--- src/rtl/mnd_pkg.sv ---
package mnd_pkg;

    localparam logic [1:0] MODE_DUAL = 2'b10;

    typedef enum logic [1:0] {
        ST_BYPASS = 2'b00,
        ST_RUN    = 2'b01,
        ST_PEND   = 2'b10
    } mnd_state_e;

endpackage

--- src/rtl/mnd_decode.sv ---
module mnd_decode #(
    parameter int W = 8
) (
    input  logic [W-1:0] m_code,
    input  logic [W-1:0] n_code,
    input  logic [W-1:0] d_code,
    input  logic [1:0]   mode,
    output logic         cfg_valid,
    output logic [W-1:0] cfg_m,
    output logic [W-1:0] cfg_n,
    output logic [W-1:0] cfg_d
);
    import mnd_pkg::*;

    logic [W:0]   two_m;
    logic [W-1:0] d_raw;
    logic [W-1:0] d_hi;

    always_comb begin
        cfg_m     = m_code;
        cfg_n     = W'(~n_code + m_code);
        d_raw     = ~d_code;
        two_m     = {m_code, 1'b0};
        cfg_valid = (mode == MODE_DUAL) && (m_code != '0) && (two_m <= {1'b0, cfg_n});
        d_hi      = cfg_n - cfg_m;
        if (d_raw < cfg_m)
            cfg_d = cfg_m;
        else if (d_raw > d_hi)
            cfg_d = d_hi;
        else
            cfg_d = d_raw;
    end

endmodule

--- src/rtl/mnd_ctrl.sv ---
module mnd_ctrl #(
    parameter int W = 8
) (
    input  logic         clk,
    input  logic         rst_n,
    input  logic         load,
    input  logic         cfg_valid,
    input  logic [W-1:0] cfg_m,
    input  logic [W-1:0] cfg_n,
    input  logic [W-1:0] cfg_d,
    output logic         frac_out,
    output logic         bypass
);
    import mnd_pkg::*;

    mnd_state_e   state_q, state_d;
    logic [W-1:0] m_q, n_q, d_q, acc_q;
    logic [W-1:0] sh_m, sh_n, sh_d;
    logic         sh_v;
    logic         frac_q;
    logic [W:0]   acc_sum;
    logic         wrap;
    logic [W-1:0] acc_nxt;
    logic         apply_new, apply_sh, capture;
    logic         sel_v;
    logic [W-1:0] sel_m, sel_n, sel_d;

    always_comb begin
        acc_sum   = {1'b0, acc_q} + {1'b0, m_q};
        wrap      = acc_sum >= {1'b0, n_q};
        acc_nxt   = wrap ? W'(acc_sum - {1'b0, n_q}) : acc_sum[W-1:0];
        apply_new = load && ((state_q == ST_BYPASS) || (state_q == ST_PEND && wrap));
        apply_sh  = (state_q == ST_PEND) && wrap && !load;
        capture   = load && ((state_q == ST_RUN) || (state_q == ST_PEND && !wrap));
        sel_v     = apply_new ? cfg_valid : sh_v;
        sel_m     = apply_new ? cfg_m : sh_m;
        sel_n     = apply_new ? cfg_n : sh_n;
        sel_d     = apply_new ? cfg_d : sh_d;
    end

    always_comb begin
        state_d = state_q;
        unique case (state_q)
            ST_BYPASS: if (load) state_d = cfg_valid ? ST_RUN : ST_BYPASS;
            ST_RUN:    if (load) state_d = ST_PEND;
            ST_PEND:   if (wrap) state_d = sel_v ? ST_RUN : ST_BYPASS;
            default:   state_d = ST_BYPASS;
        endcase
    end

    always_ff @(posedge clk or negedge rst_n) begin
        if (!rst_n) state_q <= ST_BYPASS;
        else        state_q <= state_d;
    end

    always_ff @(posedge clk or negedge rst_n) begin
        if (!rst_n) begin
            m_q    <= '0;
            n_q    <= '0;
            d_q    <= '0;
            acc_q  <= '0;
            frac_q <= 1'b0;
            sh_m   <= '0;
            sh_n   <= '0;
            sh_d   <= '0;
            sh_v   <= 1'b0;
        end else begin
            if (apply_new || apply_sh) begin
                m_q    <= sel_m;
                n_q    <= sel_n;
                d_q    <= sel_d;
                acc_q  <= '0;
                frac_q <= sel_v;
            end else if (state_q != ST_BYPASS) begin
                acc_q  <= acc_nxt;
                frac_q <= acc_nxt < d_q;
            end
            if (capture) begin
                sh_m <= cfg_m;
                sh_n <= cfg_n;
                sh_d <= cfg_d;
                sh_v <= cfg_valid;
            end
        end
    end

    assign frac_out = frac_q;
    assign bypass   = (state_q == ST_BYPASS);

    AST_ACC_RANGE: assert property (@(posedge clk) disable iff (!rst_n)
        (state_q != ST_BYPASS) |-> (acc_q < n_q));
    AST_D_BAND: assert property (@(posedge clk) disable iff (!rst_n)
        (state_q != ST_BYPASS) |-> (d_q >= m_q && d_q <= n_q - m_q));
    AST_RISE_AT_WRAP: assert property (@(posedge clk) disable iff (!rst_n)
        (state_q != ST_BYPASS && $rose(frac_q)) |-> (acc_q < m_q));
    AST_PEND_HOLD: assert property (@(posedge clk) disable iff (!rst_n)
        (state_q == ST_PEND && !wrap) |=> ($stable(m_q) && $stable(n_q) && $stable(d_q)));
    AST_BYPASS_LOW: assert property (@(posedge clk) disable iff (!rst_n)
        (state_q == ST_BYPASS) |-> !frac_q);
    AST_START_HIGH: assert property (@(posedge clk) disable iff (!rst_n)
        (state_q == ST_BYPASS && load && cfg_valid) |=> (frac_q && acc_q == '0));

endmodule

--- src/rtl/mnd_frac_div.sv ---
module mnd_frac_div #(
    parameter int MN_W = 8,
    localparam int PW  = (MN_W > 0) ? MN_W : 1
) (
    input  logic          clk,
    input  logic          rst_n,
    input  logic [PW-1:0] m_code,
    input  logic [PW-1:0] n_code,
    input  logic [PW-1:0] d_code,
    input  logic [1:0]    mode,
    input  logic          load,
    output logic          clk_out
);
    generate
        if (MN_W == 0) begin : g_absent
            assign clk_out = clk;
        end else begin : g_stage
            logic          cfg_valid;
            logic [PW-1:0] cfg_m, cfg_n, cfg_d;
            logic          frac_out, bypass;

            mnd_decode #(.W(PW)) i_decode (
                .m_code   (m_code),
                .n_code   (n_code),
                .d_code   (d_code),
                .mode     (mode),
                .cfg_valid(cfg_valid),
                .cfg_m    (cfg_m),
                .cfg_n    (cfg_n),
                .cfg_d    (cfg_d)
            );

            mnd_ctrl #(.W(PW)) i_ctrl (
                .clk      (clk),
                .rst_n    (rst_n),
                .load     (load),
                .cfg_valid(cfg_valid),
                .cfg_m    (cfg_m),
                .cfg_n    (cfg_n),
                .cfg_d    (cfg_d),
                .frac_out (frac_out),
                .bypass   (bypass)
            );

            assign clk_out = bypass ? clk : frac_out;
        end
    endgenerate

endmodule

--- config.mk ---
export PLATFORM = sky130hd
export DESIGN_NAME = mnd_frac_div
export DESIGN_NICKNAME = d
export VERILOG_FILES = /design/src/rtl/mnd_pkg.sv /design/src/rtl/mnd_decode.sv /design/src/rtl/mnd_ctrl.sv /design/src/rtl/mnd_frac_div.sv
export SDC_FILE = /design/constraint.sdc
export NUM_CORES = 1
export LEC_CHECK = 0
export BUFFER_PORTS_ARGS = -buffer_cell sky130_fd_sc_hd__clkbuf_2
export CORE_UTILIZATION = 60
export CTS_BUF_LIST = sky130_fd_sc_hd__clkbuf_4
export DETAILED_ROUTE_END_ITERATION = 10
export GPL_TIMING_DRIVEN = 0
export PLACE_DENSITY = 0.81
export SLEW_MARGIN = 0
export SYNTH_ARGS = -nofsm -noshare
export SYNTH_HDL_FRONTEND = slang
export SYNTH_SLANG_ARGS = --single-unit
--- constraint.sdc ---
create_clock -name clk -period 5.17 [get_ports clk]
set_input_delay 0.2585 -clock clk [delete_from_list [all_inputs] [get_ports clk]]
set_output_delay 0.2585 -clock clk [all_outputs]
set_load 0.01 [all_outputs]
==> summary.md <==
| Metric | Value |
|---|---|
| Cell Chain, Critical Path | clkbuf_2 -> ha_1 -> fa_1 -> a21o_1 -> a21oi_1 -> xnor2_1 -> inv_1 -> ha_1 -> nor2b_1 -> a311o_1 -> o31ai_1 -> xor2_1 -> inv_1 -> ha_1 -> and3_1 -> a21boi_0 -> o21a_1 -> clkbuf_1 -> nor2_1 -> a211oi_1 -> o31ai_1 |
| Width of the die | 91.39 µm |
| Initial Util | 62.05% |
| Global-route wire length before repair | 20.85 mm |
| RSZ-0062 raised after global routing | false |
| DP HPWL | 10.01 mm |
| Clock Latency Late Sink | 0.54 ns |
| Post-DRT Antenna Nets | 0 |
| Worst-Margin Slew | approximately 1 ns |
| Worst r2r src | g_stage.i_ctrl.m_q[0]$_DFFE_PN0N_ |
| WP buf/inv | 4 |
| GR Overflow Total | 0 |
| Largest stage delay, worst path | 0.42 ns |
| Worst r2r path cells | 20 |
| Final nets | 677 |
| Worst-path clk slew | 0.11 ns |
| Crit. End Element | register |
| Simple-Gate Fraction of Synth Area | about 14% |
| Fin crit share | 95.92% |
| WL per Instance | 18.50 µm |
| Ys flop type | dfrtp_1 |
| DIE AREA | 8352 µm² |
| Total power | roughly 4.0 mW |
| Gr usage total | roughly a third |
| Post-Synthesis Cells | 541 |
| IO Count | 30 |
| Post-synth EDFFs | 0 |
| Vias per cell | a little over 6 |
| Hold Startpoint | load |
| DR pass1 iterations | 5 |
| Largest net degree at the start of global routing | 61 |
| Chip Height | ~91 µm |
| Share of layout cells above drive strength 1 | between 10% and 20% |
| Worst Path Required | 5.58 ns |
| CTS tree | done |
| Crit Path Class | primary input to register |
| MaxCap Viol Count | 0 |
| Worst Hold Depth | 3 |
| Post-Synth XOR/XNOR Area | 3.471% |
| Yosys top cell by area | dfrtp_1 |
| Maximum VDD drop | 0.4117 mV |
| WL final | 12.79 mm |
| Setup WS pre-CTS | -0.2228 ns |
| Gate power share | 70.1% |
| Crit path launch type | primary input |
| Sequential share of power | 20.1% |
| Crit-path slowest cell | clkbuf_1 |
| Final setup fails | 0 |
| Main combinational cell family by area after synthesis | compound AO/OA/AOI/OAI gates |
| Hold crit path type | primary input to register |
| Most frequent CP cell | ha_1 |
| Share of the synthesized area in the top cell type | 31.32% |
| Highest Clock Rate | 201.7 MHz |
| Data arrival, critical path | 5.37 ns |
| Psw | 2.010 mW |
| Iter 0 DRT Violations | 242 |
| Area Overhead vs Synth | 9.421% |
| Number of synthesis warnings | 0 |
| Pwr dens | 766.7 nW/µm² |
| Fin crit period | 4.959 ns |
| Post-synthesis sequential area ratio | 31.32% |
| Synth Area in Adders | 17.07% |
| Setup Fix Bufs, Post-CTS | 0 |
| Top cells by area, synth | dfrtp_1 31%, ha_1 15%, inv_1 4.5% |
| CP delay by family, top | compound AO/OA/AOI/OAI gates |
| Compound-cell area share of the yosys netlist | approximately a quarter |
| Final-layout fill cell count | 618 |
| Slew Viols, Final | 0 |
| CP Max Fanout | 10 |
| DRC Markers | 0 |
| Net Sw Frac | 49.97% |
| Clk_skew | about 0.013 ns |
| P_int | around 2.0 mW |
| Worst slew margin | around a third |
| Static Leak | 2.601 nW |
| Synth unique cells | 65 |
| Initial antenna violation count | 0 |
| Mean area per synthesized cell | roughly 8.9 µm² |
| Placer's final routability congestion estimate | 0.9647 |
| Setup ws final | 0.2111 ns |
| R2R Setup Slk | 0.22 ns |
| Via Count | 4272 |
| Clock power frac | under 10% |
| Post-Syn Area | between 4000 and 5000 µm² |
| Hold Path End | g_stage.i_ctrl.state_q[1]$_DFFE_PN0P_ |
| Final hold vios | 0 |
| Crit path from | m_code[0] |
| Status | finished clean |
| Vias in the first global route | 4237 |
| Post-synthesis mux area share | 3.340% |
| Row cnt | 32 |
| Async S/R FF share, synth | 100.0% |
| Syn nets | 633 |
| Port Buf Inserts | 29 |
| FF-to-FF End | g_stage.i_ctrl.frac_out$_DFFE_PN0P_ |
| Antenna Cells | 0 |
| Core footprint | approximately 7700 µm² |
| Yosys reg bits | 60 |
==> power by group through the flow <==
stage | Combinational, mW | Sequential, mW | Clock, mW
global route | 3.10 | 0.828 | 0.425
detailed placement | 2.74 | 0.816 | 0.0252
finish | 2.82 | 0.809 | 0.394
CTS | 2.78 | 0.805 | 0.400
global placement | 2.60 | 0.801 | 0.0252
floorplan | 2.12 | 0.765 | 0.0171
==> sequential cells by signal, indices dropped and copies added (netlist names) <==
register / count
g_stage.i_ctrl.sh_n: 8
g_stage.i_ctrl.sh_m: 8
g_stage.i_ctrl.n_q: 8
g_stage.i_ctrl.d_q: 8
g_stage.i_ctrl.acc_q: 8
g_stage.i_ctrl.frac_out: 1
g_stage.i_ctrl.sh_v: 1
g_stage.i_ctrl.state_q: 2
g_stage.i_ctrl.m_q: 8
g_stage.i_ctrl.sh_d: 8
==> metrics by stage <==
| stage | utilization [%] | hold WS, ns | setup TNS (ns) | cells | instance area [µm²] |
|---|---|---|---|---|---|
| 3_3_place_gp | 65.58 | 0.4593 | -0.6150 | 672 | 5067 |
| 5_1_grt | 67.89 | 0.04703 | 0 | 691 | 5246 |
| 3_5_place_dp | 65.61 | 0.4274 | -2.374 | 672 | 5070 |
| 6_report | 67.89 | 0.04554 | 0 | 691 | 5246 |
| 4_1_cts | 67.75 | 0.02855 | 0 | 691 | 5235 |
| 2_1_floorplan | - | -0.03709 | 0 | 541 | 4795 |
==> routing by layer <==
metal | routed length, µm | vias up | global-route usage [%]
met3 | 773 | 36 | 5.863
met5 | 0 | - | 0
met4 | 427 | 0 | 14.68
met1 | 5191 | 2040 | 39.44
met2 | 6392 | 167 | 56.14
li1 | - | 2029 | -
==> worst max path at each step <==
| stage | to | cells past startpoint | slack, ns |
|---|---|---|---|
| 3_3_place_gp | g_stage.i_ctrl.d_q[1]$_DFFE_PN0N_ | 21 | -0.11 |
| 5_1_grt | g_stage.i_ctrl.d_q[2]$_DFFE_PN0N_ | 21 | 0.002 |
| 3_5_place_dp | g_stage.i_ctrl.d_q[7]$_DFFE_PN0N_ | 21 | -0.22 |
| 6_report | g_stage.i_ctrl.d_q[7]$_DFFE_PN0N_ | 21 | 0.21 |
| 2_1_floorplan | g_stage.i_ctrl.d_q[7]$_DFFE_PN0N_ | 21 | 0.77 |
| 4_1_cts | g_stage.i_ctrl.frac_out$_DFFE_PN0P_ | 20 | 0.12 |
==> kinds of logic (layout without fill, tap and decap cells) <==
kind of cell	Yosys count	count (layout)
DFF	60	60
xor gates and xnor gates	19	19
AOI/OAI and AO/OA	162	162
muxes	14	14
and+or+nand+nor	148	148
buffers and inverters	75	123
adders and majority gates	63	63
==> cells in the mapped netlist (all sizes together) (10+ instances only) <==
library cell  count
dfrtp            60
o31ai            11
ha               59
nor2             55
nand2            45
o22ai            14
xnor2            11
buf              10
o21ai            37
a21oi            30
o21a             11
inv              58
==> area by class of cell <==
| cell class | count | area, µm² | area share (%) |
|---|---|---|---|
| Buffer | 15 | 98.84 | 1.884 |
| Clock buffer | 13 | 95.09 | 1.813 |
| Clock inverter | 6 | 65.06 | 1.240 |
| Inverter | 60 | 225.2 | 4.293 |
| Multi-Input combinational cell | 406 | 2980 | 56.81 |
| Sequential cell | 60 | 1501 | 28.62 |
| Tap cell | 102 | 127.6 | 2.433 |
| Timing Repair Buffer | 29 | 152.6 | 2.910 |
==> what timing repair did <==
action	4_1_cts	5_1_grt
gates resized for setup	0	2
hold endpoints to repair	60	0
hold buffers	1	0
setup endpoints to repair	0	1
==> tightest hold or removal path, delay by kind of cell <==
kind / cells / cell delay [ns]
buf+inv: 1 / 0.11
compound gates: 1 / 0.08
simple gates: 1 / 0.10
==> placed cells by master (no fill, tap or decap), types with 4 or more instances in the layout <==
cell / count
dfrtp_1: 60
ha_1: 59
inv_1: 58
nor2_1: 54
nand2_1: 44
a21oi_1: 30
clkbuf_2: 28
o21ai_1: 21
o21ai_0: 16
o22ai_1: 14
clkbuf_4: 13
o21a_1: 11
xnor2_1: 11
nor2b_1: 9
nand3_1: 9
a21o_1: 9
o31ai_1: 9
xor2_1: 8
a22o_1: 7
mux2i_1: 7
nor3_1: 7
nand4_1: 6
a31oi_1: 6
buf_6: 5
a22oi_1: 5
clkbuf_1: 5
a221oi_1: 5
mux2_2: 4
buf_2: 4
nand2b_1: 4
fa_1: 4
No activity file was read; power rests on OpenSTA's default activity.
